`src/rtl/luma16_pkg.sv`:
```
package luma16_pkg;

    typedef enum logic [1:0] {
        PM_DC    = 2'd0,
        PM_VERT  = 2'd1,
        PM_HORZ  = 2'd2,
        PM_TRUEM = 2'd3
    } pred_mode_e;

    typedef enum logic {
        ST_IDLE = 1'b0,
        ST_EMIT = 1'b1
    } gen_state_e;

endpackage

```
`src/rtl/luma16_dc_calc.sv`:
```
module luma16_dc_calc #(
    parameter int N  = 16,
    parameter int PW = 8
) (
    input  logic [N*PW-1:0] above_flat,
    input  logic [N*PW-1:0] left_flat,
    input  logic            above_ok,
    input  logic            left_ok,
    output logic [PW-1:0]   dc_val
);
    localparam int LOGN = $clog2(N);
    localparam int SUMW = PW + LOGN + 2;

    logic [SUMW-1:0] edge_sum;
    logic [SUMW-1:0] rounded;

    always_comb begin
        edge_sum = '0;
        for (int i = 0; i < N; i++) begin
            if (above_ok) edge_sum = edge_sum + SUMW'(above_flat[i*PW +: PW]);
            if (left_ok)  edge_sum = edge_sum + SUMW'(left_flat[i*PW +: PW]);
        end
    end

    always_comb begin
        rounded = '0;
        dc_val  = PW'(1 << (PW - 1));
        unique case ({above_ok, left_ok})
            2'b11: begin
                rounded = (edge_sum + SUMW'(N)) >> (LOGN + 1);
                dc_val  = rounded[PW-1:0];
            end
            2'b10, 2'b01: begin
                rounded = (edge_sum + SUMW'(N / 2)) >> LOGN;
                dc_val  = rounded[PW-1:0];
            end
            default: dc_val = PW'(1 << (PW - 1));
        endcase
    end
endmodule

```
`src/rtl/luma16_row_build.sv`:
```
module luma16_row_build
    import luma16_pkg::*;
#(
    parameter int N  = 16,
    parameter int PW = 8,
    parameter int RW = $clog2(N)
) (
    input  pred_mode_e      mode,
    input  logic [RW-1:0]   row_idx,
    input  logic [N*PW-1:0] above_flat,
    input  logic [N*PW-1:0] left_flat,
    input  logic [PW-1:0]   corner,
    input  logic [PW-1:0]   dc_val,
    output logic [N*PW-1:0] row_word
);
    logic [PW-1:0] left_px;
    assign left_px = left_flat[row_idx*PW +: PW];

    for (genvar c = 0; c < N; c++) begin : g_col
        logic [PW-1:0]        above_px;
        logic signed [PW+1:0] grad;
        logic [PW-1:0]        grad_px;

        assign above_px = above_flat[c*PW +: PW];

        always_comb begin
            grad = $signed({2'b00, left_px}) + $signed({2'b00, above_px})
                 - $signed({2'b00, corner});
            if (grad[PW+1])
                grad_px = '0;
            else if (grad[PW])
                grad_px = '1;
            else
                grad_px = grad[PW-1:0];
        end

        always_comb begin
            unique case (mode)
                PM_VERT:  row_word[c*PW +: PW] = above_px;
                PM_HORZ:  row_word[c*PW +: PW] = left_px;
                PM_TRUEM: row_word[c*PW +: PW] = grad_px;
                default:  row_word[c*PW +: PW] = dc_val;
            endcase
        end
    end
endmodule

```
`src/rtl/luma16_intra_gen.sv`:
```
module luma16_intra_gen
    import luma16_pkg::*;
#(
    parameter int N  = 16,
    parameter int PW = 8
) (
    input  logic            clk,
    input  logic            rst,
    input  logic            start,
    input  logic [1:0]      mode_in,
    input  logic [N*PW-1:0] above_in,
    input  logic [N*PW-1:0] left_in,
    input  logic [PW-1:0]   corner_in,
    input  logic            above_ok,
    input  logic            left_ok,
    output logic [N*PW-1:0] row_data,
    output logic            row_valid,
    input  logic            row_ready,
    output logic            done
);
    localparam int RW = $clog2(N);
    localparam logic [RW-1:0] LAST_ROW = RW'(N - 1);

    gen_state_e      state_q, state_d;
    logic [RW-1:0]   row_q;
    pred_mode_e      mode_q;
    logic [N*PW-1:0] above_q, left_q;
    logic [PW-1:0]   corner_q;
    logic            aok_q, lok_q;
    logic            done_q;
    logic [PW-1:0]   dc_val;
    logic            beat;
    logic            capture;

    assign beat    = (state_q == ST_EMIT) && row_ready;
    assign capture = (state_q == ST_IDLE) && start;

    // state register
    always_ff @(posedge clk) begin
        if (rst) state_q <= ST_IDLE;
        else     state_q <= state_d;
    end

    // next state
    always_comb begin
        state_d = state_q;
        unique case (state_q)
            ST_IDLE: if (start) state_d = ST_EMIT;
            ST_EMIT: if (beat && row_q == LAST_ROW) state_d = ST_IDLE;
            default: state_d = ST_IDLE;
        endcase
    end

    // datapath registers
    always_ff @(posedge clk) begin
        if (rst) begin
            row_q    <= '0;
            done_q   <= 1'b0;
            mode_q   <= PM_DC;
            above_q  <= '0;
            left_q   <= '0;
            corner_q <= '0;
            aok_q    <= 1'b0;
            lok_q    <= 1'b0;
        end else begin
            done_q <= beat && (row_q == LAST_ROW);
            if (capture) begin
                row_q    <= '0;
                mode_q   <= pred_mode_e'(mode_in);
                above_q  <= above_in;
                left_q   <= left_in;
                corner_q <= corner_in;
                aok_q    <= above_ok;
                lok_q    <= left_ok;
            end else if (beat) begin
                row_q <= row_q + 1'b1;
            end
        end
    end

    luma16_dc_calc #(.N(N), .PW(PW)) dc_i (
        .above_flat (above_q),
        .left_flat  (left_q),
        .above_ok   (aok_q),
        .left_ok    (lok_q),
        .dc_val     (dc_val)
    );

    luma16_row_build #(.N(N), .PW(PW), .RW(RW)) row_i (
        .mode       (mode_q),
        .row_idx    (row_q),
        .above_flat (above_q),
        .left_flat  (left_q),
        .corner     (corner_q),
        .dc_val     (dc_val),
        .row_word   (row_data)
    );

    // outputs
    always_comb begin
        row_valid = (state_q == ST_EMIT);
        done      = done_q;
    end
endmodule

```
`config.mk`:
```
export PLATFORM = sky130hd
export DESIGN_NAME = luma16_intra_gen
export DESIGN_NICKNAME = d
export VERILOG_FILES = /design/src/rtl/luma16_pkg.sv /design/src/rtl/luma16_dc_calc.sv /design/src/rtl/luma16_row_build.sv /design/src/rtl/luma16_intra_gen.sv
export SDC_FILE = /design/constraint.sdc
export NUM_CORES = 2
export LEC_CHECK = 0
export BUFFER_PORTS_ARGS = -buffer_cell sky130_fd_sc_hd__buf_2
export CAP_MARGIN = 15
export CELL_PAD_IN_SITES_DETAIL_PLACEMENT = 0
export CELL_PAD_IN_SITES_GLOBAL_PLACEMENT = 1
export CORE_AREA = 2 2 281 283
export DETAILED_ROUTE_END_ITERATION = 6
export DIE_AREA = 0 0 283 285
export GPL_TIMING_DRIVEN = 1
export PLACE_DENSITY = 0.87
export SLEW_MARGIN = 10
export SYNTH_ARGS = -nofsm -noshare
export SYNTH_HDL_FRONTEND = slang
export SYNTH_SLANG_ARGS = --single-unit
export TNS_END_PERCENT = 10
```
`constraint.sdc`:
```
create_clock -name clk -period 62 [get_ports clk]
set_input_delay 6.2 -clock clk [delete_from_list [all_inputs] [get_ports clk]]
set_output_delay 6.2 -clock clk [all_outputs]
set_load 0.1 [all_outputs]
```
# Word-level counts from Yosys, hierarchy flattened
# Index checks and enable logic that the tools add are counted.
# op_classes
add_sub_neg	66
eq_ne	7
shift	1
muxes	84
n_bitwise	1
n_reduce_logical	5
# ops
operator	count
13-bit 2-to-1 mux	30
8-bit one-hot mux with 3 select lines	16
13-bit by 8-bit adder with 13-bit output	29
8-bit 2-to-1 mux	33
10-bit by 9-bit subtractor with 10-bit output	16
8-bit by 8-bit adder with 9-bit output	17
128-bit by 8-bit indexed part select with 8-bit output	1
8-bit one-hot mux with 2 select lines	1
13-bit by 5-bit adder with 13-bit output (second input constant)	1
12-bit by 4-bit adder with 12-bit output (second input constant)	1
9-bit by 8-bit adder with 10-bit output	1
9-bit 2-to-1 mux	1
2-bit equality test (second input constant)	4
4-bit by 1-bit adder with 4-bit output (second input constant)	1
2-bit by 1-bit equality test with 1-bit output (second input constant)	2
4-bit equality test (second input constant)	1
2-bit OR reduction	2
1-bit logical AND	3
1-bit 2-to-1 mux	2
1-bit one-hot mux with 2 select lines	1
1-bit inverter	1
# word_totals
reg_bits	274
in_bits	272
elab_cells	173

# Logic depth before layout (Yosys ltp)
# depth
depth_word	66
ltp_mapped	166
mapped_depth_nobuf	158

# Hierarchy
# Synthesis repeated with hierarchy kept, for this count alone.
# unflattened
hier_cells	5215
area_unflattened_um2	38225.4
# by_module_without_submodules
module	instances	cells_per_inst	area_each_um2	seq_area_each_um2
luma16_dc_calc	1	2409	16737.3	0.0
luma16_row_build	1	1614	12064.1	0.0
luma16_intra_gen	1	1192	9424.0	5485.3

# Worst setup path after synthesis
# Ideal clock, no wire load.
# synth_path
path_type	register to output
start	register aok_q
end	output row_data[15]
arrival_time_ns	29.637
required_ns	55.800
slack_ns	26.163
path_stages_with_launch	155
path_buffers	7
cell_sequence	dfxtp_1 > buf_2 > clkbuf_1 > clkbuf_1 > clkbuf_1 > clkbuf_1 > clkbuf_1 > and2_1 > ha_1 > inv_1 > fa_1 > mux2i_1 > inv_1 > fa_1 > nand2_1 > o21ai_0 > fa_1 > nor2_1 > [119 not listed] > nor2_1 > mux2_2 > ha_1 > inv_1 > o21bai_1 > a21oi_1 > inv_1 > a21oi_1 > nor2b_1 > o21ai_0 > or3_1 > or2_1 > or2_1 > buf_2 > and4b_1 > nor4b_1 > a221oi_2 > o21ai_0
# synth_between
elab_chain_len	66
# synth_lines
item	line_no	text
start, declared	luma16_intra_gen.sv:29	logic aok_q, lok_q;
start signal, assigned	luma16_intra_gen.sv:73	aok_q <= above_ok;
8-bit 2-to-1 mux	luma16_dc_calc.sv:20	if (above_ok) edge_sum = edge_sum + SUMW'(above_flat[i*PW +: PW]);
8-bit by 8-bit adder with 9-bit output	luma16_dc_calc.sv:21	if (left_ok) edge_sum = edge_sum + SUMW'(left_flat[i*PW +: PW]);
9-bit 2-to-1 mux	luma16_dc_calc.sv:21	
9-bit by 8-bit adder with 10-bit output	luma16_dc_calc.sv:20	
13-bit 2-to-1 mux	luma16_dc_calc.sv:20	
13-bit by 8-bit adder with 13-bit output	luma16_dc_calc.sv:21	
13-bit 2-to-1 mux	luma16_dc_calc.sv:21	
13-bit by 8-bit adder with 13-bit output	luma16_dc_calc.sv:20	
[50 not listed]	--	
13-bit 2-to-1 mux	luma16_dc_calc.sv:21	
13-bit by 8-bit adder with 13-bit output	luma16_dc_calc.sv:20	
13-bit 2-to-1 mux	luma16_dc_calc.sv:20	
13-bit by 8-bit adder with 13-bit output	luma16_dc_calc.sv:21	
13-bit 2-to-1 mux	luma16_dc_calc.sv:21	
13-bit by 5-bit adder with 13-bit output or 12-bit by 4-bit adder with 12-bit output (tied branches)	luma16_dc_calc.sv:30, luma16_dc_calc.sv:34	
8-bit one-hot mux with 2 select lines *	luma16_dc_calc.sv:28	unique case ({above_ok, left_ok})
8-bit one-hot mux with 3 select lines *	luma16_row_build.sv:38	unique case (mode)
end, declared	luma16_intra_gen.sv:16	output logic [N*PW-1:0] row_data,
# Mark *: on every way between the ends. The rest lies on a longest branch, timed or not.

# Final worst setup path
# layout_path
start	register aok_q
end	output row_data[47]
# The elaborated chain is that of the path after synthesis.

==> impl_metrics.toml <==
[synthesis]
synth_top_area_share = 0.1713
synth_area_leaders = "ha_1 (17%), dfxtp_1 (15%), a21oi_1 (9.1%)"
yosysWarnings = 0
synthTopCellsByCount = "nand2_1 (894), a21oi_1 (672), ha_1 (506)"
postSynthAreaPerCell_um2 = 7.271
async_reset_ff_frac = 0
synth-edff-count = 0
ys_seq_elements = 274
syn_inst = 5083
synthesis.area_mm2 = 0.03696
syn_nets = 5923
ys_types = 91
synthFlopType = "dfxtp_1"
yosys.area.top_type = "ha_1"
synth_seq_area_share = 0.1484
synth_most_common_cell = "nand2_1"

[clock_tree]
cts_buffers = 34
cts_sinks = 274
cts_tree = "built"
worst_skew_pair.late_latency_ns = 0.58
postCtsSetupBuffers = 0
htreeDepth = 2
clk_pin_slew_worst_paths_ns = 0.07
cts_resized = 0
cts_root_buffer = "clkbuf_16"
cts_hold_repair.buffers = 0
cts_max_path_buffers = 3

[global_route]
grt_util_met2 = 0.5303
gr-total-overflow = 0
grt_pass1_vias = 34670
grt_max_degree = 129
grt_pass1_wl_mm = 206.2
grtUsageTotal = 0.3303
grt_use_met3 = 0.04920
antenna_found_initial = 8
met1_usage = 0.4452
grt.busiest_layer = "met2"

[timing]
skew_ns = 0.02457
slew_viol_final = 0
final_hold_viol_count = 0
finalWorstSetupSlack_ns = 23.01
setup_tns_ns = 0
period_needed_ns = 38.99
worst_slew_pin_slew_ns = 1.064
relSlewSlack = 0.2881
post-route-period-util = 0.6288
finalSetupViolCount = 0
fmax_ghz = 0.02565
rsz0062_at_grt = "no"

[cells_and_area]
layout-drive-gt1-share = 0.1109
nFillCells = 7774
area_delta_synth_final_pct = 11.22
nets = 6204
multi_input_area_mm2 = 0.02933
final-seq-area_mm2 = 0.005495

[critical_path]
crit_path_top_delay_cell = "dfxtp_4"
start_kind = "register"
critical-path-max-stage-delay_ns = 0.80
worstPathMaxFanout = 68
crit_type = "reg -> out"
reg2reg_slack_ns = 58.76
cp_data_arrival_time_ns = 32.79
critPathRequiredTime_ns = 55.80
cp-end-kind = "output port"

[floorplanning]
io_pins = 402
die_y_um = 285
die_w_um = 283
dieArea_mm2 = 0.08066
coreArea_mm2 = 0.07797
rows = 103
start_util = 0.4740

[routing]
num_vias = 37450
dr.pass1.iters = 5
viasPerCell = 5.819
drt_iter0_markers = 3191
wl_per_cell_um = 21.39
ant_nets = 0
drt-total-wl_mm = 137.7
drc = 0

[placement]
dp_hpwl_mm = 106.7
io_buffers = 401
pre_cts_slack_ns = 24.15
gp_congestion = 0.9450

[status]
status = "complete, no violations"

[flow_run]
drv_cap = 0

[hold_path]
min_path_type = "reg -> reg"

[pwr]
ir_drop_uv = 17.02
pwr_density_cell_mw_per_mm2 = 17.98
leakagePower_uw = 0.01873
-- final timing paths --
path / start / to / cells past startpoint
worst max-delay path: aok_q / row_data[47] / 148
worst min-delay path: corner_q[7] / corner_q[7] / 2
worst max register to register: row_valid / above_q[59] / 5
worst min register to register: corner_q[7] / corner_q[7] / 2
-- cell usage in the layout (no fill, tap or decap), types with 30 or more instances in the layout --
| cell type | synthesis | final |
|---|---|---|
| nand3_1 | 133 | 133 |
| o21a_1 | 54 | 54 |
| nand2b_1 | 94 | 93 |
| a21o_1 | 93 | 93 |
| xor2_1 | 141 | 141 |
| inv_1 | 380 | 379 |
| o21bai_1 | 141 | 140 |
| xnor2_1 | 298 | 298 |
| o21ai_0 | 442 | 442 |
| nand2_1 | 894 | 894 |
| o211ai_1 | 30 | 30 |
| nor2_1 | 178 | 177 |
| dfxtp_1 | 274 | 270 |
| buf_4 | 1 | 40 |
| fa_1 | 62 | 62 |
| nor2b_1 | 53 | 51 |
| ha_1 | 506 | 506 |
| mux4_2 | 40 | 40 |
| clkbuf_16 | 0 | 36 |
| buf_2 | 4 | 400 |
| a21oi_1 | 672 | 672 |
-- layer usage --
metal | up-vias | part of all wire
met5 | - | 0.00021
met2 | 1440 | 0.44
met1 | 17470 | 0.43
li1 | 18260 | -
met4 | 4 | 0.043
met3 | 280 | 0.080
-- sequential cells by signal, indices dropped and copies added (netlist names) --
name and count:
above_q 128, left_q 128, corner_q 8, row_q 4
mode_q 2, aok_q 1, done 1, lok_q 1
row_valid 1
-- report_power, final --
group | switching (uW) | internal, uW
Sequential | 22.4 | 186
Combinational | 206 | 111
Clock | 85.6 | 128
Total | 314 | 425
-- critical path, delay by kind of cell, from the launching register on --
kind	cells	cell delay (ns)
buf+inv	6	1.11
mux	4	0.89
flops	1	0.80
xor+xnor	7	1.18
compound gates	63	10.36
fa+ha+maj	32	10.29
simple gates	36	7.54
-- cell families after synthesis --
group                    share of synthesized area
multiplexers                               0.03538
AO/OA/AOI/OAI                               0.2568
XOR/XNOR                                    0.1176
adder cells (fa/ha/maj)                     0.2054
AND/OR/NAND/NOR                             0.1773
flip-flops                                  0.1484
buffers and inverters                      0.05904
-- through the flow --
| stage | cell area, um2 | instances | power (uW) | hold slack [ns] | utilization |
|---|---|---|---|---|---|
| CTS | 41100 | 6435 | 739.0 | 0.4549 | 0.5272 |
| global placement | 39910 | 6377 | 519.2 | 0.4442 | 0.5119 |
| global route | 41100 | 6435 | 780.4 | 0.4721 | 0.5272 |
| finish | 41100 | 6436 | 738.9 | 0.4541 | 0.5272 |
| detailed placement | 39940 | 6378 | 524.3 | 0.4473 | 0.5122 |
| floorplan | 36960 | 5083 | 442.1 | 0.4363 | - |
-- layout make-up --
| class | count | share of cell area |
|---|---|---|
| inverters | 381 | 0.03479 |
| flip-flops and latches | 274 | 0.1337 |
| diodes | 1 | 0.00006088 |
| clock buffers | 47 | 0.02487 |
| multi-input cells | 4230 | 0.7137 |
| repair buffers | 443 | 0.05750 |
| well taps | 1050 | 0.03196 |
| clock inverters | 10 | 0.003470 |
Power figures use the tool's default switching activity.
